==> config.mk <==
export PLATFORM = sky130hd
export DESIGN_NAME = byte_fifo_pwm
export DESIGN_NICKNAME = d
export VERILOG_FILES = /design/src/rtl/byte_fifo_pwm_pkg.sv /design/src/rtl/byte_fifo_pwm_ctrl.sv /design/src/rtl/byte_fifo_pwm_datapath.sv /design/src/rtl/byte_fifo_pwm.sv
export SDC_FILE = /design/constraint.sdc
export NUM_CORES = 1
export LEC_CHECK = 0
export ABC_AREA = 1
export CORE_MARGIN = 3
export CORE_UTILIZATION = 45
export DETAILED_ROUTE_END_ITERATION = 7
export GPL_TIMING_DRIVEN = 0
export PLACE_DENSITY = 0.68
export RECOVER_POWER = 25
export SYNTH_ARGS = -nofsm -noshare
export SYNTH_HDL_FRONTEND = slang
export SYNTH_HIERARCHICAL = 1
export SYNTH_SLANG_ARGS = --single-unit
==> constraint.sdc <==
create_clock -name clk -period 2.4 [get_ports clk]
set_input_delay 0.24 -clock clk [delete_from_list [all_inputs] [get_ports clk]]
set_output_delay 0.24 -clock clk [all_outputs]
set_load 0.1 [all_outputs]
==> src/rtl/byte_fifo_pwm_pkg.sv <==
package byte_fifo_pwm_pkg;

  // Strobes from the control module to the datapath, one cycle each.
  typedef struct packed {
    logic flush;        // empty the queue and clear the duty value
    logic pushFirst;    // write the first byte of this cycle
    logic pushSecond;   // write the low byte behind the first one
    logic firstFromHi;  // first byte comes from the upper lane
    logic pop;          // move the oldest sample into the duty register
  } pwm_strobe_t;

endpackage

==> src/rtl/byte_fifo_pwm_ctrl.sv <==
module byte_fifo_pwm_ctrl
  import byte_fifo_pwm_pkg::*;
#(
  parameter int DEPTH    = 4,
  parameter int PERIOD_W = 8,
  localparam int CNT_W   = $clog2(DEPTH + 1)
) (
  input  logic                clk,
  input  logic                rstN,
  input  logic                enable,
  input  logic [PERIOD_W-1:0] period,
  input  logic                wrValid,
  input  logic                wrLaneHi,
  input  logic                wrLaneLo,
  input  logic [CNT_W-1:0]    fillLevel,
  output pwm_strobe_t         strobe,
  output logic [PERIOD_W-1:0] phase
);

  localparam logic [CNT_W-1:0] DEPTH_L = CNT_W'(DEPTH);
  localparam logic [CNT_W-1:0] TWO_L   = CNT_W'(2);

  logic [PERIOD_W-1:0] phaseQ;
  logic [CNT_W-1:0]    freeSlots;
  logic                wrapNow;
  logic                wordWrite;
  logic                byteWrite;

  // A period ends on the counter's limit; a limit lowered mid-period wraps at once.
  assign wrapNow = enable && (phaseQ >= period);

  always_ff @(posedge clk) begin
    if (!rstN) begin
      phaseQ <= '0;
    end else if (!enable || wrapNow) begin
      phaseQ <= '0;
    end else begin
      phaseQ <= phaseQ + PERIOD_W'(1);
    end
  end

  assign phase     = phaseQ;
  assign freeSlots = DEPTH_L - fillLevel;
  assign wordWrite = enable && wrValid && wrLaneHi && wrLaneLo;
  assign byteWrite = enable && wrValid && !wrLaneHi && wrLaneLo;

  always_comb begin
    strobe             = '0;
    strobe.flush       = !enable;
    strobe.firstFromHi = wordWrite;
    strobe.pushFirst   = (wordWrite || byteWrite) && (freeSlots != '0);
    strobe.pushSecond  = wordWrite && (freeSlots >= TWO_L);
    strobe.pop         = wrapNow && (fillLevel != '0);
  end

endmodule

==> src/rtl/byte_fifo_pwm_datapath.sv <==
module byte_fifo_pwm_datapath
  import byte_fifo_pwm_pkg::*;
#(
  parameter int DATA_W   = 8,
  parameter int DEPTH    = 4,
  parameter int PERIOD_W = 8,
  localparam int CNT_W   = $clog2(DEPTH + 1),
  localparam int PTR_W   = (DEPTH > 1) ? $clog2(DEPTH) : 1,
  localparam int CMP_W   = (DATA_W > PERIOD_W) ? DATA_W + 1 : PERIOD_W + 1
) (
  input  logic                  clk,
  input  logic                  rstN,
  input  pwm_strobe_t           strobe,
  input  logic [2*DATA_W-1:0]   wrData,
  input  logic [PERIOD_W-1:0]   phase,
  output logic [CNT_W-1:0]      fillLevel,
  output logic                  pwmOut,
  output logic                  fifoEmpty,
  output logic                  fifoFull
);

  localparam logic [CNT_W-1:0] DEPTH_L = CNT_W'(DEPTH);

  function automatic logic [PTR_W-1:0] nextPtr(input logic [PTR_W-1:0] p);
    return (p == PTR_W'(DEPTH - 1)) ? '0 : p + PTR_W'(1);
  endfunction

  logic [DATA_W-1:0] slotQ [DEPTH];
  logic [PTR_W-1:0]  wrPtrQ;
  logic [PTR_W-1:0]  rdPtrQ;
  logic [PTR_W-1:0]  wrPtrPlus1;
  logic [CNT_W-1:0]  fillQ;
  logic [DATA_W-1:0] dutyQ;
  logic [DATA_W-1:0] firstByte;

  assign wrPtrPlus1 = nextPtr(wrPtrQ);
  assign firstByte  = strobe.firstFromHi ? wrData[2*DATA_W-1:DATA_W] : wrData[DATA_W-1:0];

  // Each slot has its own write enable; sample storage needs no reset.
  for (genvar i = 0; i < DEPTH; i++) begin : g_slot
    always_ff @(posedge clk) begin
      if (strobe.pushFirst && (wrPtrQ == PTR_W'(i))) begin
        slotQ[i] <= firstByte;
      end else if (strobe.pushSecond && (wrPtrPlus1 == PTR_W'(i))) begin
        slotQ[i] <= wrData[DATA_W-1:0];
      end
    end
  end

  always_ff @(posedge clk) begin
    if (!rstN || strobe.flush) begin
      wrPtrQ <= '0;
      rdPtrQ <= '0;
      fillQ  <= '0;
      dutyQ  <= '0;
    end else begin
      if (strobe.pushSecond) begin
        wrPtrQ <= nextPtr(wrPtrPlus1);
      end else if (strobe.pushFirst) begin
        wrPtrQ <= wrPtrPlus1;
      end
      if (strobe.pop) begin
        rdPtrQ <= nextPtr(rdPtrQ);
        dutyQ  <= slotQ[rdPtrQ];
      end
      fillQ <= fillQ + CNT_W'(strobe.pushFirst) + CNT_W'(strobe.pushSecond)
                     - CNT_W'(strobe.pop);
    end
  end

  assign fillLevel = fillQ;
  assign fifoEmpty = (fillQ == '0);
  assign fifoFull  = (fillQ == DEPTH_L);
  assign pwmOut    = !strobe.flush && (CMP_W'(phase) < CMP_W'(dutyQ));

endmodule

==> src/rtl/byte_fifo_pwm.sv <==
module byte_fifo_pwm
  import byte_fifo_pwm_pkg::*;
#(
  parameter int DATA_W   = 8,
  parameter int DEPTH    = 4,
  parameter int PERIOD_W = 8,
  localparam int CNT_W   = $clog2(DEPTH + 1)
) (
  input  logic                clk,
  input  logic                rstN,
  input  logic                enable,
  input  logic [PERIOD_W-1:0] period,
  input  logic                wrValid,
  input  logic                wrLaneHi,
  input  logic                wrLaneLo,
  input  logic [2*DATA_W-1:0] wrData,
  output logic                pwmOut,
  output logic                fifoEmpty,
  output logic                fifoFull
);

  pwm_strobe_t         strobe;
  logic [PERIOD_W-1:0] phase;
  logic [CNT_W-1:0]    fillLevel;

  byte_fifo_pwm_ctrl #(
    .DEPTH(DEPTH), .PERIOD_W(PERIOD_W)
  ) u_ctrl (
    .clk(clk), .rstN(rstN), .enable(enable), .period(period),
    .wrValid(wrValid), .wrLaneHi(wrLaneHi), .wrLaneLo(wrLaneLo),
    .fillLevel(fillLevel), .strobe(strobe), .phase(phase)
  );

  byte_fifo_pwm_datapath #(
    .DATA_W(DATA_W), .DEPTH(DEPTH), .PERIOD_W(PERIOD_W)
  ) u_dp (
    .clk(clk), .rstN(rstN), .strobe(strobe), .wrData(wrData), .phase(phase),
    .fillLevel(fillLevel), .pwmOut(pwmOut),
    .fifoEmpty(fifoEmpty), .fifoFull(fifoFull)
  );

endmodule

# ---- Word-level counts from Yosys, hierarchy flattened
# Memory sizes are Yosys's and may differ from the RTL's. A register that Yosys moved wholly into a read port is not among the register bits.
# Index checks and enable logic that the tools add are counted.
dict set report classes {
  n_addsub 8
  magnitude_cmp 3
  eq_ne 8
  muxes 36
  bitwise 5
  n_reduce_logical 33
}
# op count
set op_table {}
lappend op_table {{two-way mux 8 bit} 7}
lappend op_table {{two-way mux 1 bit} 22}
lappend op_table {{logical AND 1 bit} 18}
lappend op_table {{OR reduction 8 bit} 2}
lappend op_table {{two-way mux 2 bit} 7}
lappend op_table {{== test 2 bit, second input constant} 5}
lappend op_table {{adder 8 x 1 -> 8 bit, second input constant} 1}
lappend op_table {{greater-or-equal comparator 8 bit} 1}
lappend op_table {{less-than comparator 8 bit} 1}
lappend op_table {{adder 2 x 1 -> 2 bit, second input constant} 3}
lappend op_table {{adder 3 x 1 -> 3 bit} 2}
lappend op_table {{nonzero test 3 bit} 2}
lappend op_table {{== test 2 x 1 -> 1 bit, second input constant} 2}
lappend op_table {{zero test 2 bit} 2}
lappend op_table {{bitwise OR 1 bit} 4}
lappend op_table {{== test 3 bit, second input constant} 1}
lappend op_table {{greater-or-equal comparator 3 x 2 -> 1 bit, second input constant} 1}
lappend op_table {{zero test 1 bit} 3}
lappend op_table {{zero test 3 bit} 1}
lappend op_table {{logical OR 1 bit} 3}
lappend op_table {{subtractor 3 x 1 -> 3 bit} 1}
lappend op_table {{subtractor 3 bit, first input constant} 1}
lappend op_table {{nonzero test 2 bit} 1}
lappend op_table {{OR reduction 2 bit} 1}
lappend op_table {{inverter 1 bit} 1}
dict set report totals {
  reg_bits 15
  ramBits 32
  inputBits 30
  output_inout_bits 3
  wordCells 98
  memories 1
}
# name depth width read_ports rd_clocked_by_memory_dff wr line
set mem_list {}
lappend mem_list {u_dp.slotQ 4 8 1 1 2 byte_fifo_pwm_datapath.sv:28} ;# logic [DATA_W-1:0] slotQ [DEPTH];

# ---- Logic depth before layout (Yosys ltp)
# Gate-level depths: netlist of run 1.
dict set report depth {
  ltp_word 11
  depth_mapped 15
}

# ---- Hierarchy
# Netlist of run 1, hierarchy kept.
# mod n_inst cells_each area_per_inst_um2 seq_area_each_um2
set modules_own_cells {}
lappend modules_own_cells {byte_fifo_pwm_datapath 1 326 2667.6 1261.2}
lappend modules_own_cells {byte_fifo_pwm_ctrl 1 97 686.9 160.2}

# ---- Worst setup path after synthesis of run 1
# OpenSTA, ideal clock, no wires.
dict set report synth_timing {
  kind {flip-flop to output port}
  start {register u_dp.fillQ[2] (netlist: u_dp/fillLevel[2])}
  end {output port fifoEmpty}
  arrival_ps 2404
  required_time_ps 2160
  slack_ps -244
  stages_incl_launch_ff 2
  cell_sequence {dfxtp_1 -> nor3_1}
}
dict set report synth_via {
  elab_chain_len 1
}
# item line
set synth_rtl {}
lappend synth_rtl {{from (decl)} byte_fifo_pwm_datapath.sv:32} ;# logic [CNT_W-1:0] fillQ;
lappend synth_rtl {{from (signal assigned)} byte_fifo_pwm_datapath.sv:66} ;# fillQ <= fillQ + CNT_W'(strobe.pushFirst) + CNT_W'(strobe.pushSecond)
lappend synth_rtl {{zero test 3 bit} byte_fifo_pwm_datapath.sv:72} ;# assign fifoEmpty = (fillQ == '0);
lappend synth_rtl {{to (decl)} byte_fifo_pwm.sv:18} ;# output logic fifoEmpty,
# Every way passes these cells.

==> results of run 1 <==
-- cells in the mapped netlist (2+ instances only) --
master	instances	area [µm²]
nand3_2	6	60.1
buf_6	4	45.0
xor2_1	3	26.3
o21ai_0	44	220
nor2_2	3	18.8
inv_2	3	11.3
a21oi_1	16	80.1
buf_2	3	15.0
edfxtp_1	32	961
ha_1	26	325
fa_1	2	40.0
o21ai_1	13	65.1
nand3_1	13	65.1
nand2_1	91	342
dfxtp_1	23	460
xnor2_1	3	26.3
nor3_1	5	25.0
buf_4	6	45.0
inv_1	62	233
o21bai_1	2	15.0
nor2_1	54	203
-- critical path, cell delays in order --
cell and delay [ns]:
clkdlybuf4s50_1 0.45, inv_1 0.06, ha_4 0.24, a21o_1 0.18
nor2_4 0.15, a21oi_4 0.08, ha_4 0.26, inv_2 0.03
fa_2 0.34, fa_2 0.54, inv_2 0.03, nor2_1 0.06
-- sequential cells by signal, indices dropped and copies added (netlist names) --
signal,cells
u_dp/slotQ,32
u_ctrl/phase,8
u_dp/dutyQ,8
u_dp/fillLevel,3
u_dp/rdPtrQ,2
u_dp/wrPtrQ,2
-- report_power, final --
group / internal, mW / switching (mW) / total (mW)
Combinational: 0.0977 / 0.116 / 0.214
Sequential: 1.01 / 0.00500 / 1.01
Clock: 0.209 / 0.321 / 0.530
Total: 1.32 / 0.442 / 1.76
-- how the worst max path moves through the flow --
| stage | from | to | slack, ns | cells past startpoint |
|---|---|---|---|---|
| 2_1_floorplan | u_dp/fillLevel[0] | u_dp/fillLevel[1] | 0.02 | 11 |
| 3_3_place_gp | period[3] | u_dp/fillLevel[2] | -0.48 | 15 |
| 3_5_place_dp | period[3] | u_dp/fillLevel[2] | -0.53 | 15 |
| 4_1_cts | u_ctrl/phase[0] | u_dp/fillLevel[2] | -0.11 | 14 |
| 5_1_grt | u_ctrl/phase[3] | u_dp/fillLevel[2] | -0.11 | 13 |
| 6_report | period[7] | u_dp/fillLevel[1] | -0.01 | 12 |
-- cell type report --
cell class / count / area share, %
plain buffers: 14 / 2.86
clock buffers: 5 / 1.65
clock inverters: 3 / 0.541
inverters: 65 / 5.86
multi-input cells: 289 / 41.9
flip-flops and latches: 55 / 34.7
well taps: 96 / 2.89
repair buffers: 43 / 9.59
-- logic make-up (layout without fill, tap and decap cells) --
kind of cell               count (synthesis)  in the layout
buffers and inverters                     79            130
DFF                                       55             55
adders and majority gates                 28             28
AOI/OAI and AO/OA                         77             77
xor gates and xnor gates                   6              6
and+or+nand+nor                          178            178
-- stage by stage --
stage | hold WS, ns | setup TNS (ns)
6_report | 0.519 | -0.0125
5_1_grt | 0.556 | -0.194
4_1_cts | 0.519 | -0.181
3_5_place_dp | 0.464 | -4.46
3_3_place_gp | 0.460 | -2.03
2_1_floorplan | 0.440 | 0
-- per-layer routing --
layer | vias to the layer above | track usage [%] | share of wire [%]
met2 | 48 | 29.9 | 50
met3 | 8 | 3.82 | 3.3
met1 | 1294 | 23.4 | 46
met5 | - | 0 | 0
li1 | 1456 | - | -
met4 | 0 | 4.70 | 1.1
-- what timing repair did --
action	4_1_cts	5_1_grt
buffers inserted	9	2
gates resized for setup	39	10
pin swaps	18	14
hold buffers	0	0
endpoints found under the hold margin	0	0
setup endpoints to repair	64	4
==> flow_metrics.tcl, run 1 <==
set metrics [dict create \
    finalPower_mw 1.76 \
    crit_required_ns 2.65 \
    pin_count 33 \
    antenna_found_initial 0 \
    end_kind "flop" \
    worstPathArrival_ns 2.67 \
    whs_endpoint "u_ctrl/phase[0]" \
    synth_compound_area_share_pct 11.8 \
    skew_ns 0.00994 \
    post-place-cells 551 \
    clk_latency_ns 0.31 \
    path_max_fanout 2 \
    clk_pin_slew_ns 0.10 \
    fin_util_pct 59.3 \
    tightest_slew_ns 0.964 \
    die_w_um 92.3 \
    period_minus_slack_ns 2.41 \
    cts_tree "yes" \
    wl_per_cell_um 12.7 \
    layout.nets 531 \
    rsz0062_at_grt "yes" \
    clock_tree.root_cell "clkbuf_8" \
    regArea_um2 1450 \
    async_flop_share_pct 0 \
    dr.pass1.iters 4 \
    grt_first_pass_wirelength_mm 12.2 \
    syn_area_um2 3350 \
    grt_max_degree 19 \
    hold_violations 0 \
    synth-main-ff-cell "edfxtp_1" \
    coreArea_um2 7020 \
    p_leak_nw 1.77 \
    dpl_cell_area_um2 3820 \
    fin_cells 570 \
    numCtsBuffers 5 \
    avgSynthCellArea_um2 7.93 \
    report.final.slew_viol_count 0 \
    finalSetupViolations 1 \
    ys_seq_area_share_pct 42.4 \
    worstSetupPathType "input pin to flop" \
    drc 0 \
    dp_slack_ns -0.534 \
    synth_fa_ha_area_share_pct 10.9 \
    viasPerCell 4.92 \
    startpoint_type "input pin" \
    worst_ir_drop_vdd_mv 0.248 \
    most-common-layout-cells "nand2_1 (87), inv_1 (57), nor2_1 (52)" \
    initialDrtViolationCount 209 \
    grt-ovfl-total 0 \
    die_h_um 92.3 \
    finalInstanceArea_um2 4160 \
    holdCritStartpoint "u_ctrl/phase[0]" \
    synth_edf_count 32 \
    r2r_start "u_ctrl/phase[3]" \
    routed_wirelength_mm 7.26 \
    portBuffers 32 \
    num_antenna_cells 0 \
    yosys_warnings 6 \
    dp_hpwl_mm 5.49 \
    hold_path.class "flop to flop" \
    multi_input_area_um2 1740 \
    rr_endpoint "u_dp/fillLevel[1]" \
    failed_checks "setup timing" \
    rrSetupSlack_ns 0.01 \
    final_common_cell "nand2_1" \
    gp_congestion 0.759 \
    cts.sinks 55 \
    drive_gt1_share_pct 18.6 \
    maxCapViolCount 0 \
    synth-simple-area-share_pct 22.6 \
    area_growth_pct 24.1 \
    track_usage_pct 17.9 \
    grt_pass1_vias 2661 \
    reg2reg_depth 13 \
    powerDensity_nw_per_um2 422 \
    cts.htree.levels 2 \
    synthMuxAreaShare_pct 0 \
    status "complete, but fails checks" \
    antenna_left 0 \
    hold-path-cell-count 2 \
    rows 30 \
    clockBufferDepth 2 \
    fillers 637 \
    synthXorXnorAreaFrac_pct 1.57 \
    synth.distinct_cells 30 \
    die_area_um2 8530 \
    setup_ws_ns -0.0125 \
    finalCritPeriodShare_pct 101 \
    max_slew_margin_pct 35.6 \
    synth_top_family_by_area "simple AND/OR/NAND/NOR gates" \
    ys_ff_latch 55 \
    via_count 2806 \
    syn_inst 423 \
    syn_nets 481 \
    clock.fmax_mhz 415 \
    start_util_pct 47.8 \
]
Note: power is estimated with default switching activity, not from simulation.
==> run 2, diff against run 1 <==
CAP_MARGIN = 20   (was default)
SLEW_MARGIN = 10   (was default)
==> results of run 2 <==
No change in the layout: final DEF, timing and power equal those of run 1.
